File: config.mk
export PLATFORM = sky130hd
export DESIGN_NAME = xfer_queue_regs
export DESIGN_NICKNAME = d
export VERILOG_FILES = /design/src/rtl/xq_pkg.sv /design/src/rtl/xq_slot.sv /design/src/rtl/xq_done.sv /design/src/rtl/xq_irq.sv /design/src/rtl/xfer_queue_regs.sv
export SDC_FILE = /design/constraint.sdc
export NUM_CORES = 1
export LEC_CHECK = 0
export BUFFER_PORTS_ARGS = -buffer_cell sky130_fd_sc_hd__buf_4
export CORE_ASPECT_RATIO = 1.75
export CORE_MARGIN = 2
export CORE_UTILIZATION = 43
export DETAILED_ROUTE_END_ITERATION = 10
export GPL_ROUTABILITY_DRIVEN = 0
export GPL_TIMING_DRIVEN = 0
export PLACE_DENSITY = 0.8
export SLEW_MARGIN = 20
export SYNTH_ARGS = -nofsm -noshare
export SYNTH_HDL_FRONTEND = slang
export SYNTH_SLANG_ARGS = --single-unit
export TNS_END_PERCENT = 10
File: constraint.sdc
create_clock -name clk -period 1.6 [get_ports clk]
set_input_delay 0.16 -clock clk [delete_from_list [all_inputs] [get_ports clk]]
set_output_delay 0.16 -clock clk [all_outputs]
set_load 0.01 [all_outputs]
File: src/rtl/xq_pkg.sv
package xq_pkg;
  localparam int unsigned OFS_IRQ_MASK = 'h080;
  localparam int unsigned OFS_IRQ_PEND = 'h084;
  localparam int unsigned OFS_IRQ_SRC  = 'h088;
  localparam int unsigned OFS_CTRL     = 'h400;
  localparam int unsigned OFS_NEXT_ID  = 'h404;
  localparam int unsigned OFS_START    = 'h408;
  localparam int unsigned OFS_FLAGS    = 'h40C;
  localparam int unsigned OFS_DONE     = 'h428;
  localparam int unsigned OFS_ACTIVE   = 'h42C;
  localparam int unsigned OFS_STATUS   = 'h430;

  localparam int IRQ_SOT = 0;
  localparam int IRQ_EOT = 1;
  localparam int IRQ_N   = 2;

  typedef struct packed {
    logic pause;
    logic enable;
  } ctrl_t;
endpackage

File: src/rtl/xq_slot.sv
module xq_slot #(
  parameter int ID_W = 2
) (
  input  logic            clk,
  input  logic            rst_n,
  input  logic            submit_req,
  input  logic            enable,
  input  logic            pause,
  input  logic            abandon,
  input  logic            cyclic_in,
  input  logic            ready,
  output logic            valid,
  output logic            full,
  output logic            accept,
  output logic            submit,
  output logic [ID_W-1:0] slot_id,
  output logic [ID_W-1:0] next_id,
  output logic            slot_cyc
);
  assign submit = submit_req & enable & ~full & ~abandon;
  assign valid  = full & enable & ~pause;
  assign accept = valid & ready;

  always_ff @(posedge clk) begin
    if (!rst_n) begin
      full     <= 1'b0;
      slot_id  <= '0;
      slot_cyc <= 1'b0;
      next_id  <= '0;
    end else if (abandon || accept) begin
      full <= 1'b0;
    end else if (submit) begin
      full     <= 1'b1;
      slot_id  <= next_id;
      slot_cyc <= cyclic_in;
      next_id  <= next_id + ID_W'(1);
    end
  end
endmodule

File: src/rtl/xq_done.sv
module xq_done #(
  parameter int ID_W = 2,
  localparam int NUM_IDS = 1 << ID_W
) (
  input  logic               clk,
  input  logic               rst_n,
  input  logic               set_en,
  input  logic [ID_W-1:0]    set_id,
  input  logic               clr_en,
  input  logic [ID_W-1:0]    clr_id,
  output logic [NUM_IDS-1:0] mask
);
  for (genvar i = 0; i < NUM_IDS; i++) begin : g_bit
    always_ff @(posedge clk) begin
      if (!rst_n)                                mask[i] <= 1'b0;
      else if (set_en && set_id == ID_W'(i))     mask[i] <= 1'b1;
      else if (clr_en && clr_id == ID_W'(i))     mask[i] <= 1'b0;
    end
  end
endmodule

File: src/rtl/xq_irq.sv
module xq_irq #(
  parameter int N = 2
) (
  input  logic         clk,
  input  logic         rst_n,
  input  logic [N-1:0] set_vec,
  input  logic [N-1:0] clr_vec,
  input  logic         mask_we,
  input  logic [N-1:0] mask_wdata,
  output logic [N-1:0] pend,
  output logic [N-1:0] mask,
  output logic [N-1:0] src,
  output logic         irq
);
  for (genvar i = 0; i < N; i++) begin : g_src
    always_ff @(posedge clk) begin
      if (!rst_n)          pend[i] <= 1'b0;
      else if (set_vec[i]) pend[i] <= 1'b1;
      else if (clr_vec[i]) pend[i] <= 1'b0;
    end
  end

  always_ff @(posedge clk) begin
    if (!rst_n)       mask <= '1;
    else if (mask_we) mask <= mask_wdata;
  end

  assign src = pend & ~mask;
  assign irq = |src;
endmodule

File: src/rtl/xfer_queue_regs.sv
module xfer_queue_regs
  import xq_pkg::*;
#(
  parameter int ID_W   = 2,
  parameter int ADDR_W = 12,
  parameter int DATA_W = 32
) (
  input  logic              clk,
  input  logic              rst_n,
  input  logic              reg_wen,
  input  logic [ADDR_W-1:0] reg_addr,
  input  logic [DATA_W-1:0] reg_wdata,
  output logic [DATA_W-1:0] reg_rdata,
  output logic              desc_valid,
  input  logic              desc_ready,
  output logic [ID_W-1:0]   desc_id,
  output logic              desc_cyclic,
  input  logic              done_valid,
  input  logic [ID_W-1:0]   done_id,
  output logic              engine_enable,
  output logic              engine_pause,
  output logic              irq
);
  localparam int NUM_IDS = 1 << ID_W;

  ctrl_t             ctrl_q;
  logic              flag_cyc_q;
  logic [ID_W-1:0]   active_q;
  logic              slot_full, accept, submit;
  logic [ID_W-1:0]   next_id;
  logic [NUM_IDS-1:0] done_mask;
  logic [IRQ_N-1:0]  pend, mask, src;

  function automatic logic hit(input logic [ADDR_W-1:0] a, input int unsigned ofs);
    return a == ADDR_W'(ofs);
  endfunction

  logic wr_ctrl, wr_flags, wr_start, wr_pend, wr_mask;
  assign wr_ctrl  = reg_wen & hit(reg_addr, OFS_CTRL);
  assign wr_flags = reg_wen & hit(reg_addr, OFS_FLAGS);
  assign wr_start = reg_wen & hit(reg_addr, OFS_START) & reg_wdata[0];
  assign wr_pend  = reg_wen & hit(reg_addr, OFS_IRQ_PEND);
  assign wr_mask  = reg_wen & hit(reg_addr, OFS_IRQ_MASK);

  always_ff @(posedge clk) begin
    if (!rst_n) begin
      ctrl_q     <= '0;
      flag_cyc_q <= 1'b0;
      active_q   <= '0;
    end else begin
      if (wr_ctrl)  ctrl_q     <= '{pause: reg_wdata[1], enable: reg_wdata[0]};
      if (wr_flags) flag_cyc_q <= reg_wdata[0];
      if (accept)   active_q   <= desc_id;
    end
  end

  xq_slot #(.ID_W(ID_W)) i_slot (
    .clk(clk), .rst_n(rst_n), .submit_req(wr_start),
    .enable(ctrl_q.enable), .pause(ctrl_q.pause),
    .abandon(wr_ctrl & ~reg_wdata[0]), .cyclic_in(flag_cyc_q),
    .ready(desc_ready), .valid(desc_valid), .full(slot_full),
    .accept(accept), .submit(submit), .slot_id(desc_id),
    .next_id(next_id), .slot_cyc(desc_cyclic)
  );

  xq_done #(.ID_W(ID_W)) i_done (
    .clk(clk), .rst_n(rst_n), .set_en(done_valid), .set_id(done_id),
    .clr_en(submit), .clr_id(next_id), .mask(done_mask)
  );

  logic [IRQ_N-1:0] irq_set;
  always_comb begin
    irq_set = '0;
    irq_set[IRQ_SOT] = accept;
    irq_set[IRQ_EOT] = done_valid;
  end

  xq_irq #(.N(IRQ_N)) i_irq (
    .clk(clk), .rst_n(rst_n), .set_vec(irq_set),
    .clr_vec(wr_pend ? reg_wdata[IRQ_N-1:0] : '0),
    .mask_we(wr_mask), .mask_wdata(reg_wdata[IRQ_N-1:0]),
    .pend(pend), .mask(mask), .src(src), .irq(irq)
  );

  assign engine_enable = ctrl_q.enable;
  assign engine_pause  = ctrl_q.pause;

  always_comb begin
    reg_rdata = '0;
    if      (hit(reg_addr, OFS_IRQ_MASK)) reg_rdata = DATA_W'(mask);
    else if (hit(reg_addr, OFS_IRQ_PEND)) reg_rdata = DATA_W'(pend);
    else if (hit(reg_addr, OFS_IRQ_SRC))  reg_rdata = DATA_W'(src);
    else if (hit(reg_addr, OFS_CTRL))     reg_rdata = DATA_W'(ctrl_q);
    else if (hit(reg_addr, OFS_NEXT_ID))  reg_rdata = DATA_W'(next_id);
    else if (hit(reg_addr, OFS_START))    reg_rdata = DATA_W'(slot_full);
    else if (hit(reg_addr, OFS_FLAGS))    reg_rdata = DATA_W'(flag_cyc_q);
    else if (hit(reg_addr, OFS_DONE))     reg_rdata = DATA_W'(done_mask);
    else if (hit(reg_addr, OFS_ACTIVE))   reg_rdata = DATA_W'(active_q);
    else if (hit(reg_addr, OFS_STATUS))
      reg_rdata = DATA_W'({ctrl_q.pause, ctrl_q.enable, slot_full});
  end
endmodule

==> metrics.md <==
| Metric | Value |
|---|---|
| Status | `finished, violations left` |
| Failing checks | `setup timing` |
| Clock latency on the worst-skew pair | `around 0.26 ns` |
| Clock Tree Buf Depth | `2` |
| Hold Slack | `between 0.1 and 0.15 ns` |
| Remaining DRCs | `0` |
| CORE AREA | `0.003328 mm²` |
| Final instance area | `between 0.002 and 0.0025 mm²` |
| Critical Path Start Type | `primary input` |
| Post-synthesis cell area | `roughly 0.0015 mm²` |
| Synth-to-Final Area Change | `39.56%` |
| P per Cell Area | `around 520 mW/mm²` |
| Setup TNS | `-0.2599 ns` |
| Drt first pass iters | `4` |
| CTS tree | `yes` |
| Final-stage net count | `306` |
| Sequential power share | `around 45%` |
| Number of max-cap violations | `0` |
| DP Cell Count | `approximately 290` |
| First-pass GRT wire length | `roughly 6200 µm` |
| Maximum vdd drop | `0.0004344 V` |
| Clk sink count | `19` |
| Maximum net fanout on the critical path | `6` |
| ANT nets after route | `0` |
| Peak Freq | `between 500 and 600 MHz` |
| Num CTS Buffers | `3` |
| Vias in the first global route | `between 1,000 and 1,500` |
| Seq/Total Area, Yosys | `between 20% and 30%` |
| GRT overflow | `0` |
| Final Hold Viols | `0` |
| Max H-tree Level | `1` |
| Worst EP required | `1.44 ns` |
| Unrepaired setup endpoints after global routing | `true` |
| Setup Viol. Count Final | `2` |
| Synth Instances | `around 180` |
| Via count | `1,461` |
| Sw Ratio | `about 28%` |
| Critical path class | `in2out` |
| Placed Area | `roughly 0.0019 mm²` |
| Die Wd | `48.45 µm` |
| HP Class | `in2reg` |
| Avg Inst Size Synth | `between 8 and 9 µm²` |
| Final Cycle Share | `108.7%` |
| Total wire length | `between 3000 and 4000 µm` |
| Synthesized flop and latch total | `19` |
| Final min period | `around 1.7 ns` |
| Pint | `roughly 780 µW` |
| Relative slew slack | `between 60% and 70%` |
| WL/cell | `13.52 µm` |
| Row cnt | `28` |
| Leakage | `about 0.00095 µW` |
| # IOs | `90` |
| PnR worst setup slack | `-0.1398 ns` |
| I/O Buffers | `31` |
| Largest net degree at the start of global routing | `12` |
| Final cell count without fillers | `between 200 and 300` |
| Least-Margin Pin Slew | `between 0.5 and 0.6 ns` |
| Clk pin slew, worst setup/hold paths | `~0.070 ns` |
| Gr usage total | `between 20% and 30%` |
| Psw | `297.0 µW` |
| Yosys warns | `0` |
| Initial DRC count | `50` |
| Die footprint | `0.003962 mm²` |
| Initial Util | `44.66%` |
| Clock power share | `between 30% and 40%` |
| Initial antenna violation count | `0` |
| Final Slew Violations | `0` |
| Sum of net half-perimeters after detailed placement | `3136 µm` |
| Synth cell types | `48` |
| Drt via density | `slightly below 5` |
| Antenna cell count | `0` |
| Chip height | `between 80 and 90 µm` |
| Worst Path Arrival | `around 1.6 ns` |
| CP endpoint kind | `primary output` |
| Comb power frac | `a little under a quarter` |
| Share of cells above drive strength 1 | `36.00%` |
| Number of fill cells | `284` |
| Worst clock skew | `between 0.002 and 0.003 ns` |
| Clk root buf | `clkbuf_8` |
worst max-delay path, cell delays in order:
cell	delay (ns)
buf_8	0.11
or4b_4	0.56
nor4_4	0.30
o21ai_1	0.09
a32oi_1	0.20
buf_4	0.15
synth_stat cells, drive strengths merged:
| cell type | count | area [µm²] |
|---|---|---|
| o32ai | 1 | 8.760 |
| mux2i | 7 | 70.07 |
| o21a | 4 | 30.03 |
| or3 | 1 | 6.260 |
| nand3b | 1 | 7.510 |
| xnor2 | 1 | 8.760 |
| and3 | 3 | 18.77 |
| or4b | 1 | 10.01 |
| o22ai | 2 | 12.51 |
| a21boi | 4 | 30.03 |
| dfxtp | 19 | 380.4 |
| nor4b | 2 | 32.53 |
| nand3 | 4 | 25.02 |
| and2 | 5 | 31.28 |
| a21o | 1 | 7.510 |
| a32o | 1 | 10.01 |
| nor4bb | 1 | 10.01 |
| buf | 29 | 215.2 |
| a31oi | 2 | 12.51 |
| a22o | 2 | 17.52 |
| nand4 | 3 | 18.77 |
| nor3b | 2 | 15.01 |
| nor3 | 3 | 26.28 |
| o41ai | 1 | 8.760 |
| a21oi | 6 | 30.03 |
| inv | 7 | 26.28 |
| nand2 | 14 | 52.55 |
| and4 | 1 | 8.760 |
| a41oi | 1 | 8.760 |
| nand2b | 3 | 18.77 |
| o21ai | 11 | 55.05 |
| a2111oi | 1 | 8.760 |
| clkbuf | 3 | 11.26 |
| ha | 4 | 50.05 |
| o211ai | 2 | 15.01 |
| nor4 | 3 | 33.78 |
| nor2 | 9 | 33.78 |
| a32oi | 2 | 17.52 |
| nand4b | 1 | 8.760 |
| or2 | 1 | 6.260 |
| conb | 1 | 3.750 |
| and3b | 1 | 8.760 |
| nor2b | 12 | 75.07 |
metal layers:
| layer | up-vias | track usage [%] | wire [µm] |
|---|---|---|---|
| met5 | - | 0 | 0 |
| met4 | 0 | 14.00 | 169 |
| met3 | 13 | 3.636 | 231 |
| met2 | 61 | 44.17 | 2297 |
| met1 | 659 | 15.53 | 1290 |
| li1 | 728 | - | - |
flip-flops by register name, summed over array words and instances (netlist names), 2 cells and up:
register        count
i_done.mask         4
i_slot.slot_id      2
i_slot.next_id      2
i_irq.pend          2
i_irq.mask          2
active_q            2
cells by family (layout without fill, tap and decap cells):
kind of cell | after synthesis | in the layout | share of synthesized area [%]
AOI/OAI and AO/OA | 41 | 41 | 18.35
DFF | 19 | 19 | 25.59
buffers and inverters | 39 | 79 | 17.00
muxes | 7 | 7 | 4.714
and+or+nand+nor | 71 | 71 | 30.14
adders and majority gates | 4 | 4 | 3.367
xor gates and xnor gates | 1 | 1 | 0.5893
other | 1 | 28 | 0.2523
power groups by stage:
| stage | combinational, µW | clock (µW) | sequential [µW] |
|---|---|---|---|
| after floorplan | 148 | 0 | 493 |
| after global placement | 223 | 0 | 495 |
| after detailed placement | 226 | 0 | 495 |
| after CTS | 245 | 340 | 482 |
| after global routing | 273 | 362 | 483 |
| final | 253 | 338 | 482 |
cell type report:
type                            count  area [µm²]  share of cell area, %
Buffer                             32       231.5                  11.16
Clock buffer                        3       41.29                  1.990
Clock inverter                      1       5.005                 0.2413
Inverter                            7       28.78                  1.387
Multi-Input combinational cell    152        1037                  50.00
Sequential cell                    19       389.1                  18.76
Tap cell                           45       56.30                  2.714
Timing Repair Buffer               36       285.3                  13.75
per-stage QoR:
| stage | worst slack (ns) | total power (µW) | util [%] |
|---|---|---|---|
| after floorplan | 0.06814 | 641.9 | - |
| final | -0.1398 | 1074 | 62.33 |
| after detailed placement | -0.3983 | 720.8 | 56.39 |
| after global routing | -0.1905 | 1119 | 62.33 |
| after global placement | -0.4336 | 717.8 | 56.39 |
| after CTS | -0.1489 | 1068 | 61.28 |
timing repair:
action,CTS,global route
hold buffers,0,0
endpoints found under the setup margin,5,5
pin swaps,7,9
buffers inserted,4,1
gates resized for setup,21,9
final timing paths:
check / startpoint / depth (start not counted) / end / slack [ns]
setup / recovery: reg_addr[4] / 6 / reg_rdata[0] / -0.14
hold / removal: done_valid / 2 / i_irq.pend[1] / 0.14
setup reg to reg: i_slot.full / 4 / i_slot.next_id[1] / 0.13
hold reg to reg: active_q[0] / 2 / active_q[0] / 0.48
cell usage in the layout, fill, tap and decap left out, types with 5 or more instances in the layout:
| cell | instances |
|---|---|
| a21oi_1 | 6 |
| and2_1 | 5 |
| buf_4 | 62 |
| conb_1 | 28 |
| dfxtp_1 | 14 |
| inv_1 | 6 |
| mux2i_1 | 7 |
| nand2_1 | 14 |
| nor2_1 | 9 |
| nor2b_1 | 12 |
| o21ai_0 | 9 |
No activity file was read; power rests on OpenSTA's default activity.
